File: src/rtl/fcp_pkg.sv
package fcp_pkg;
  typedef enum logic [3:0] {
    SEL_MUL_A  = 4'd0,  SEL_MUL_B  = 4'd1,  SEL_MUL_LO = 4'd2,  SEL_MUL_HI = 4'd3,
    SEL_DIV_N  = 4'd4,  SEL_DIV_D  = 4'd5,  SEL_DIV_Q  = 4'd6,  SEL_DIV_R  = 4'd7,
    SEL_RSV0   = 4'd8,  SEL_MAX_A  = 4'd9,  SEL_MAX_B  = 4'd10, SEL_MAX_Y  = 4'd11,
    SEL_RSV1   = 4'd12, SEL_MIN_A  = 4'd13, SEL_MIN_B  = 4'd14, SEL_MIN_Y  = 4'd15
  } sel_e;

  typedef struct packed {
    logic mul_a;
    logic mul_b;
    logic div_n;
    logic div_d;
    logic max_a;
    logic max_b;
    logic min_a;
    logic min_b;
  } wstb_t;
endpackage

File: src/rtl/fcp_decode.sv
module fcp_decode
  import fcp_pkg::*;
(
  input  logic [3:0] sel,
  input  logic       wr_en,
  output wstb_t      wstb
);
  always_comb begin
    wstb = '0;
    if (wr_en) begin
      case (sel)
        SEL_MUL_A: wstb.mul_a = 1'b1;
        SEL_MUL_B: wstb.mul_b = 1'b1;
        SEL_DIV_N: wstb.div_n = 1'b1;
        SEL_DIV_D: wstb.div_d = 1'b1;
        SEL_MAX_A: wstb.max_a = 1'b1;
        SEL_MAX_B: wstb.max_b = 1'b1;
        SEL_MIN_A: wstb.min_a = 1'b1;
        SEL_MIN_B: wstb.min_b = 1'b1;
        default:   wstb = '0;
      endcase
    end
  end
endmodule

File: src/rtl/fcp_arith.sv
module fcp_arith #(
  parameter int DW = 8
) (
  input  logic [DW-1:0]   mul_a,
  input  logic [DW-1:0]   mul_b,
  input  logic [DW-1:0]   div_n,
  input  logic [DW-1:0]   div_d,
  output logic [2*DW-1:0] prod,
  output logic [DW-1:0]   quo,
  output logic [DW-1:0]   rem
);
  localparam int PW = 2 * DW;

  assign prod = PW'(mul_a) * PW'(mul_b);

  always_comb begin
    if (div_d == '0) begin
      quo = '1;
      rem = div_n;
    end else begin
      quo = div_n / div_d;
      rem = div_n % div_d;
    end
  end
endmodule

File: src/rtl/fcp_lattice.sv
module fcp_lattice #(
  parameter int DW       = 8,
  parameter bit PICK_MAX = 1'b1
) (
  input  logic          clk,
  input  logic          rst_n,
  input  logic          we_a,
  input  logic          we_b,
  input  logic [DW-1:0] wdata,
  output logic [DW-1:0] y
);
  logic [DW-1:0] op_a, op_b, pick;
  logic          a_wins;

  generate
    if (PICK_MAX) begin : g_max
      assign a_wins = (op_a > op_b);
    end else begin : g_min
      assign a_wins = (op_a < op_b);
    end
  endgenerate

  assign pick = a_wins ? op_a : op_b;

  always_ff @(posedge clk) begin
    if (!rst_n) begin
      op_a <= '0;
      op_b <= '0;
      y    <= '0;
    end else begin
      if (we_a) op_a <= wdata;
      if (we_b) op_b <= wdata;
      y <= pick;
    end
  end
endmodule

File: src/rtl/fuzzy_coproc.sv
module fuzzy_coproc
  import fcp_pkg::*;
#(
  parameter int DW = 8
) (
  input  logic          clk,
  input  logic          rst_n,
  input  logic [3:0]    sel,
  input  logic          wr_en,
  input  logic          rd_en,
  input  logic [DW-1:0] wdata,
  output logic [DW-1:0] rdata
);
  localparam int PW = 2 * DW;

  wstb_t         wstb;
  logic [DW-1:0] mul_a, mul_b, div_n, div_d;
  logic [PW-1:0] prod;
  logic [DW-1:0] quo, rem, max_y, min_y;

  fcp_decode u_dec (.sel(sel), .wr_en(wr_en), .wstb(wstb));

  always_ff @(posedge clk) begin
    if (!rst_n) begin
      mul_a <= '0;
      mul_b <= '0;
      div_n <= '0;
      div_d <= '0;
    end else begin
      if (wstb.mul_a) mul_a <= wdata;
      if (wstb.mul_b) mul_b <= wdata;
      if (wstb.div_n) div_n <= wdata;
      if (wstb.div_d) div_d <= wdata;
    end
  end

  fcp_arith #(.DW(DW)) u_arith (
    .mul_a(mul_a), .mul_b(mul_b), .div_n(div_n), .div_d(div_d),
    .prod(prod), .quo(quo), .rem(rem)
  );

  fcp_lattice #(.DW(DW), .PICK_MAX(1'b1)) u_max (
    .clk(clk), .rst_n(rst_n), .we_a(wstb.max_a), .we_b(wstb.max_b),
    .wdata(wdata), .y(max_y)
  );

  fcp_lattice #(.DW(DW), .PICK_MAX(1'b0)) u_min (
    .clk(clk), .rst_n(rst_n), .we_a(wstb.min_a), .we_b(wstb.min_b),
    .wdata(wdata), .y(min_y)
  );

  always_comb begin
    rdata = '0;
    if (rd_en) begin
      case (sel)
        SEL_MUL_LO: rdata = prod[DW-1:0];
        SEL_MUL_HI: rdata = prod[PW-1:DW];
        SEL_DIV_Q:  rdata = quo;
        SEL_DIV_R:  rdata = rem;
        SEL_MAX_Y:  rdata = max_y;
        SEL_MIN_Y:  rdata = min_y;
        default:    rdata = '0;
      endcase
    end
  end
endmodule

File: config.mk
export PLATFORM = sky130hd
export DESIGN_NAME = fuzzy_coproc
export DESIGN_NICKNAME = d
export VERILOG_FILES = /design/src/rtl/fcp_pkg.sv /design/src/rtl/fcp_decode.sv /design/src/rtl/fcp_arith.sv /design/src/rtl/fcp_lattice.sv /design/src/rtl/fuzzy_coproc.sv
export SDC_FILE = /design/constraint.sdc
export NUM_CORES = 1
export LEC_CHECK = 0
export BUFFER_PORTS_ARGS = -buffer_cell sky130_fd_sc_hd__buf_2
export CAP_MARGIN = 40
export CORE_UTILIZATION = 40
export DETAILED_ROUTE_END_ITERATION = 7
export GPL_TIMING_DRIVEN = 1
export PLACE_DENSITY_LB_ADDON = 0.05
export SLEW_MARGIN = 20
export SYNTH_ARGS = -nofsm -noshare
export SYNTH_HDL_FRONTEND = slang
export SYNTH_SLANG_ARGS = --single-unit
File: constraint.sdc
create_clock -name clk -period 26.9 [get_ports clk]
set_input_delay 5.38 -clock clk [delete_from_list [all_inputs] [get_ports clk]]
set_output_delay 5.38 -clock clk [all_outputs]
set_load 0.01 [all_outputs]
Yosys cells after proc, flatten, opt, wreduce, memory -nomap -nowiden
Index checks and enable logic that the tools add are counted.

Memories: 0. Bits in registers: 80. Latch bits: 0. Input bits: 16. Bits in read-only memories: 0. Word-level logic and storage cells: 45. Bits in writable memories: 0. Output and inout bits: 8.

$add $sub $neg: 0. Reductions and logical operators: 2. Shift-type cells: 0. Bitwise gates (word level): 0. Eq/ne operators: 13. Order comparisons: 2. Mux-type cells: 15. Multipliers: 1. Divide/modulo/power cells: 2.

Operator list (count): $mux W8 (6); $pmux W8 S6 (1); $eq A4 B4 Y1 const B (6); $eq A4 B3 Y1 const B (4); $mul A8 B8 Y16 (1); $div A8 B8 Y8 (1); $eq A4 B2 Y1 const B (2); $gt A8 B8 Y1 (1); $logic_not A8 Y1 (1); $lt A8 B8 Y1 (1); $mod A8 B8 Y8 (1); $mux W1 (8); $eq A4 B1 Y1 const B (1); $logic_not A4 Y1 (1).

Logic depth before layout (Yosys ltp)
Depth in word-level cells: 4. Depth in mapped cells: 51. Gate-level depth less buffers: 50.

By module
From an unflattened synthesis, not the netlist that was laid out.

Cell total of the unflattened synthesis: 906. Area, all modules: 8017.7 µm².

Modules (own cells, without submodules): fcp_arith (area an instance 4077.7 µm², times used 1, cells each 521); fuzzy_coproc (area an instance 1699.1 µm², times used 1, cells each 161); fcp_lattice at u_min (area an instance 1104.8 µm², times used 1, cells each 110); fcp_lattice at u_max (area an instance 1058.5 µm², times used 1, cells each 100); fcp_decode (area an instance 77.6 µm², times used 1, cells each 14).

Worst setup path after synthesis
Ideal clock, no wire load.

Kind: flip-flop to output port. Start point: reg div_d[1]. End point: out rdata[4]. Cell stages (with the launch flop): 46. Buffers on the path: 2. Data required time: 21.520 ns. Slack: 10.686 ns. Arrival: 10.834 ns. Cell sequence: dfxtp_1 > or4_1 > nor2_2 > a21oi_1 > a21oi_1 > ha_1 > nor4b_1 > o211ai_1 > and3_1 > ha_1 > o211ai_1 > a2111oi_4 > a21boi_1 > nor2_1 > ha_1 > o211ai_1 > a21boi_1 > o21a_1 > [... 10 more ...] > inv_1 > mux2_2 > ha_1 > nor3_1 > a211oi_1 > o21ai_1 > and2_1 > clkbuf_1 > o21ai_1 > fa_1 > a211o_1 > a211oi_1 > nor2_1 > o22ai_2 > clkbuf_1 > o211ai_1 > a31o_1 > a31oi_1.

Longest elaborated chain between the ends: 4. Elaborated cells between the ends (all ways): 7. Classes of those cells: 2 x div; 4 x mux; 1 x reduce/logical.

Ends and longest elaborated chain: from (decl) (line fuzzy_coproc.sv:17) `logic [DW-1:0] mul_a, mul_b, div_n, div_d;`; from (signal assigned) (line fuzzy_coproc.sv:33) `if (wstb.div_d) div_d <= wdata;`; $mod A8 B8 Y8 (tied with other cells) (line fcp_arith.sv:22) `rem = div_n % div_d;`; $mux W8 (line fcp_arith.sv:17) `if (div_d == '0) begin`; $pmux W8 S6 (*) (line fuzzy_coproc.sv:55) `case (sel)`; $mux W8 (*) (line fuzzy_coproc.sv:54) `if (rd_en) begin`; to (decl) (line fuzzy_coproc.sv:12) `output logic [DW-1:0] rdata`.

Every way passes the cells marked *; elsewhere a longest branch is shown, timed or not.

Final worst setup path
Start point: reg div_d[3]. End point: out rdata[5].

Same word-level chain as after synthesis.

==> PnR_summary.wiki <==
{| class="wikitable"
! Metric !! Value
|-
| Root Buffer Master || clkbuf_16
|-
| Cell taking the most area after synthesis || dfxtp_1
|-
| Final count of hold timing violations || 0
|-
| Area added between synthesis and finish || 8.55%
|-
| Detailed-route DRC error count || 0
|-
| Final routed wire length divided by cell count || 17.5 um
|-
| Async set or reset register ratio after synthesis || 0%
|-
| Post-DR vias/cell || 5.42
|-
| Combinational share of power || 68.9%
|-
| Setup total negative slack || 0 ps
|-
| Number of DRC markers after the initial detailed-route iteration || 400
|-
| # setup viols final || 0
|-
| Run status || completed
|-
| Power dissipated by switching net loads || 380 uW
|-
| Die height || 142 um
|-
| PortBufs || 23
|-
| Num CTS Buffers || 9
|-
| Most numerous cell on the critical path || ha_1
|-
| Final weighted congestion in routability-driven placement || 0.970
|-
| Internal power of the cells || 412 uW
|-
| Via count of the first global-routing pass || 6518
|-
| Diode insertion count for antenna repair || 0
|-
| Worst-path cell with the longest stage delay || o22ai_2
|-
| Fmax || 55.0 MHz
|-
| Quantity of gates resized following cts || 0
|-
| Largest net degree at the start of global routing || 89
|-
| Sequential share of power || 15.4%
|-
| Leakage power || 3.82 nW
|-
| Vias after detailed routing || 6447
|-
| Maximum fanout encountered on the critical timing path || 17
|-
| Width of the chip || 142 um
|-
| Post-Syn Instances || 918
|-
| Syn Std Cell Area || 7830 um2
|-
| Clk buf depth || 2
|-
| Fraction of layout cells with a size suffix above 1 || 7.42%
|-
| Path category of the worst min-delay check || reg2reg
|-
| Detailed-route wire length || 20800 um
|-
| Skew-Pair Late Insertion Delay || 340 ps
|-
| Final setup skew || 9.14 ps
|-
| Routed metal-1 wire length || 10300 um
|-
| Startpoint-to-endpoint class of the critical path || reg2out
|-
| Yosys warning count || 0
|-
| CTS tree || done
|-
| Switching share of power || 48.0%
|-
| Clock-pin slew on the worst setup and hold paths || 60 ps
|-
| Residual overflow from global routing || 0
|-
| Max Cap Viol || 0
|-
| Max-slew violation count || 0
|-
| Mean post-synth cell area || 8.53 um2
|-
| Required arrival time at the worst endpoint || 21520 ps
|-
| Final-stage net count || 1066
|-
| Num rows || 50
|-
| Detailed-routed wire length on met2 || 9500 um
|-
| Number of H-tree levels || 3
|-
| GRT Total Usage || 21.9%
|-
| Clock net sink count || 80
|-
| Effective utilization at floorplan || 41.3%
|-
| PwrDens || 93.2 nW/um2
|-
| Register area share after synthesis || 20.5%
|-
| Hold Buf Count CTS || 0
|-
| DIE AREA || 20100 um2
|-
| Number of enable flip-flop cells after synthesis || 0
|-
| Synth area leaders || dfxtp_1 (20%), ha_1 (14%), mux2i_1 (11%)
|-
| Relative slew margins || 46.0%
|-
| Final worst path period share || 67.6%
|-
| Family with the most delay on the worst path || compound AO/OA/AOI/OAI gates
|-
| Final critical delay including setup and external delays || 18170 ps
|-
| Routed met3 length || 678 um
|-
| Antenna-violating nets left || 0
|-
| Std-Cell Core Area || 19000 um2
|-
| Largest stage delay on the critical path || 540 ps
|-
| Least-Margin Pin Slew || 806 ps
|-
| Combined buffer and inverter count along the critical path || 2
|-
| Critical path launch point type || flop
|-
| Count of buffers added by post-CTS timing repair for setup || 0
|-
| Leading register cell type out of synthesis || dfxtp_1
|-
| Peak VDD IR || 0.106 mV
|-
| Half-perimeter wire length of the detailed placement result || 16600 um
|-
| Clk pwr share || 15.7%
|-
| Kind of capture point of the worst setup path || primary output
|-
| Filler Cell Count || 1885
|-
| Boundary Pins || 24
|-
| Number of iterations in the first detailed-routing pass || 5
|-
| Post-route setup slack || 8730 ps
|-
| Mapped Nets || 1059
|-
| Top cell type's share of synthesized area || 20.5%
|-
| Wire length of the first global-routing pass || 34100 um
|-
| Setup repair after global routing missed its margin || false
|-
| Register bit count reported by yosys || 80
|-
| Worst setup timing slack at the placement stage || 9200 ps
|-
| Arrival time of data at the critical path endpoint || 12790 ps
|-
| Number of different library cells in the post-synthesis netlist || 68
|-
| Antenna violations before repair || 0
|-
| Uppermost signal routing layer after detailed routing || met4
|}
metrics by stage:
stage	hold slack (ps)	area [um2]	util [%]	instances	total power, mW
after global placement	470	8140	43.0	1166	0.659
final	484	8500	44.8	1190	0.792
after detailed placement	474	8180	43.2	1172	0.661
after floorplan	445	7830	-	918	0.555
after CTS	484	8490	44.8	1188	0.792
after global routing	513	8500	44.8	1190	0.866
cells in the mapped netlist (7+ instances only):
cell,instances
ha_1,88
inv_1,88
mux2i_1,88
dfxtp_1,80
nand2_1,80
nor2b_1,78
nor2_1,54
fa_1,37
and2_1,35
a21oi_1,33
clkbuf_1,31
o21ai_0,22
nor3_1,20
xnor2_1,18
o21a_1,16
a21o_1,14
a211oi_1,13
o21ai_1,10
a31oi_1,7
nand3_1,7
layer usage:
metal	vias up	global-route usage (%)
met5	-	0
met3	21	2.13
li1	3171	-
met4	0	6.40
met1	3139	30.1
met2	116	36.5
state kept, by name, indices dropped and copies added (netlist names):
register / cells
u_max.op_a: 8
div_d: 8
div_n: 8
u_max.y: 8
u_max.op_b: 8
mul_a: 8
u_min.op_b: 8
u_min.op_a: 8
mul_b: 8
u_min.y: 8
cell families (layout without fill, tap and decap cells):
group                    Yosys count  in the layout  share of synthesized area, %
AND/OR/NAND/NOR                  304            304                          20.0
adder cells (fa/ha/maj)          125            125                          23.5
XOR/XNOR                          22             22                          2.46
AO/OA/AOI/OAI                    168            168                          15.3
buffers and inverters            125            137                          5.99
multiplexers                      94             94                          12.3
flip-flops                        80             80                          20.5
power by group through the flow:
stage          clock, mW  sequential, mW  combinational (mW)
4_1_cts            0.128           0.122               0.543
2_1_floorplan          0           0.123               0.431
6_report           0.125           0.122               0.546
3_5_place_dp           0           0.124               0.537
3_3_place_gp           0           0.124               0.534
5_1_grt            0.132           0.122               0.611
cells in the final DEF (no fill, tap or decap), types with 20 or more instances in the layout:
cell | netlist | final
o21ai_0 | 22 | 22
nor2b_1 | 78 | 78
a21oi_1 | 33 | 33
nand2_1 | 80 | 80
and2_1 | 35 | 35
buf_2 | 0 | 27
nor3_1 | 20 | 20
mux2i_1 | 88 | 88
fa_1 | 37 | 37
inv_1 | 88 | 88
ha_1 | 88 | 88
nor2_1 | 54 | 54
dfxtp_1 | 80 | 80
worst register-to-register path, delay by kind of cell (launching register included):
kind / cells / cell delay, ps
buffers and inverters: 1 / 50
AO/OA/AOI/OAI: 5 / 1060
AND/OR/NAND/NOR: 2 / 220
multiplexers: 1 / 280
flip-flops: 1 / 350
adder cells (fa/ha/maj): 1 / 290
final timing paths:
| check | startpoint | end | slack, ps | cells after the start |
|---|---|---|---|---|
| setup / recovery | div_d[3]$_SDFFE_PN0P_ | rdata[5] | 8730 | 45 |
| hold / removal | u_min.op_b[3]$_SDFFE_PN0P_ | u_min.y[3]$_SDFF_PN0_ | 480 | 2 |
| setup reg to reg | u_max.op_b[1]$_SDFFE_PN0P_ | u_max.y[7]$_SDFF_PN0_ | 24520 | 10 |
| hold reg to reg | u_min.op_b[3]$_SDFFE_PN0P_ | u_min.y[3]$_SDFF_PN0_ | 480 | 2 |
layout make-up:
type	count	area [um2]	share of cell area, %
Multi-Input combinational cell	713	5760	67.8
Clock buffer	10	239	2.81
Inverter	89	334	3.93
Sequential cell	80	1600	18.8
Tap cell	260	325	3.83
Clock inverter	6	67.6	0.795
Timing Repair Buffer	32	173	2.03
No activity file was read; power rests on OpenSTA's default activity.
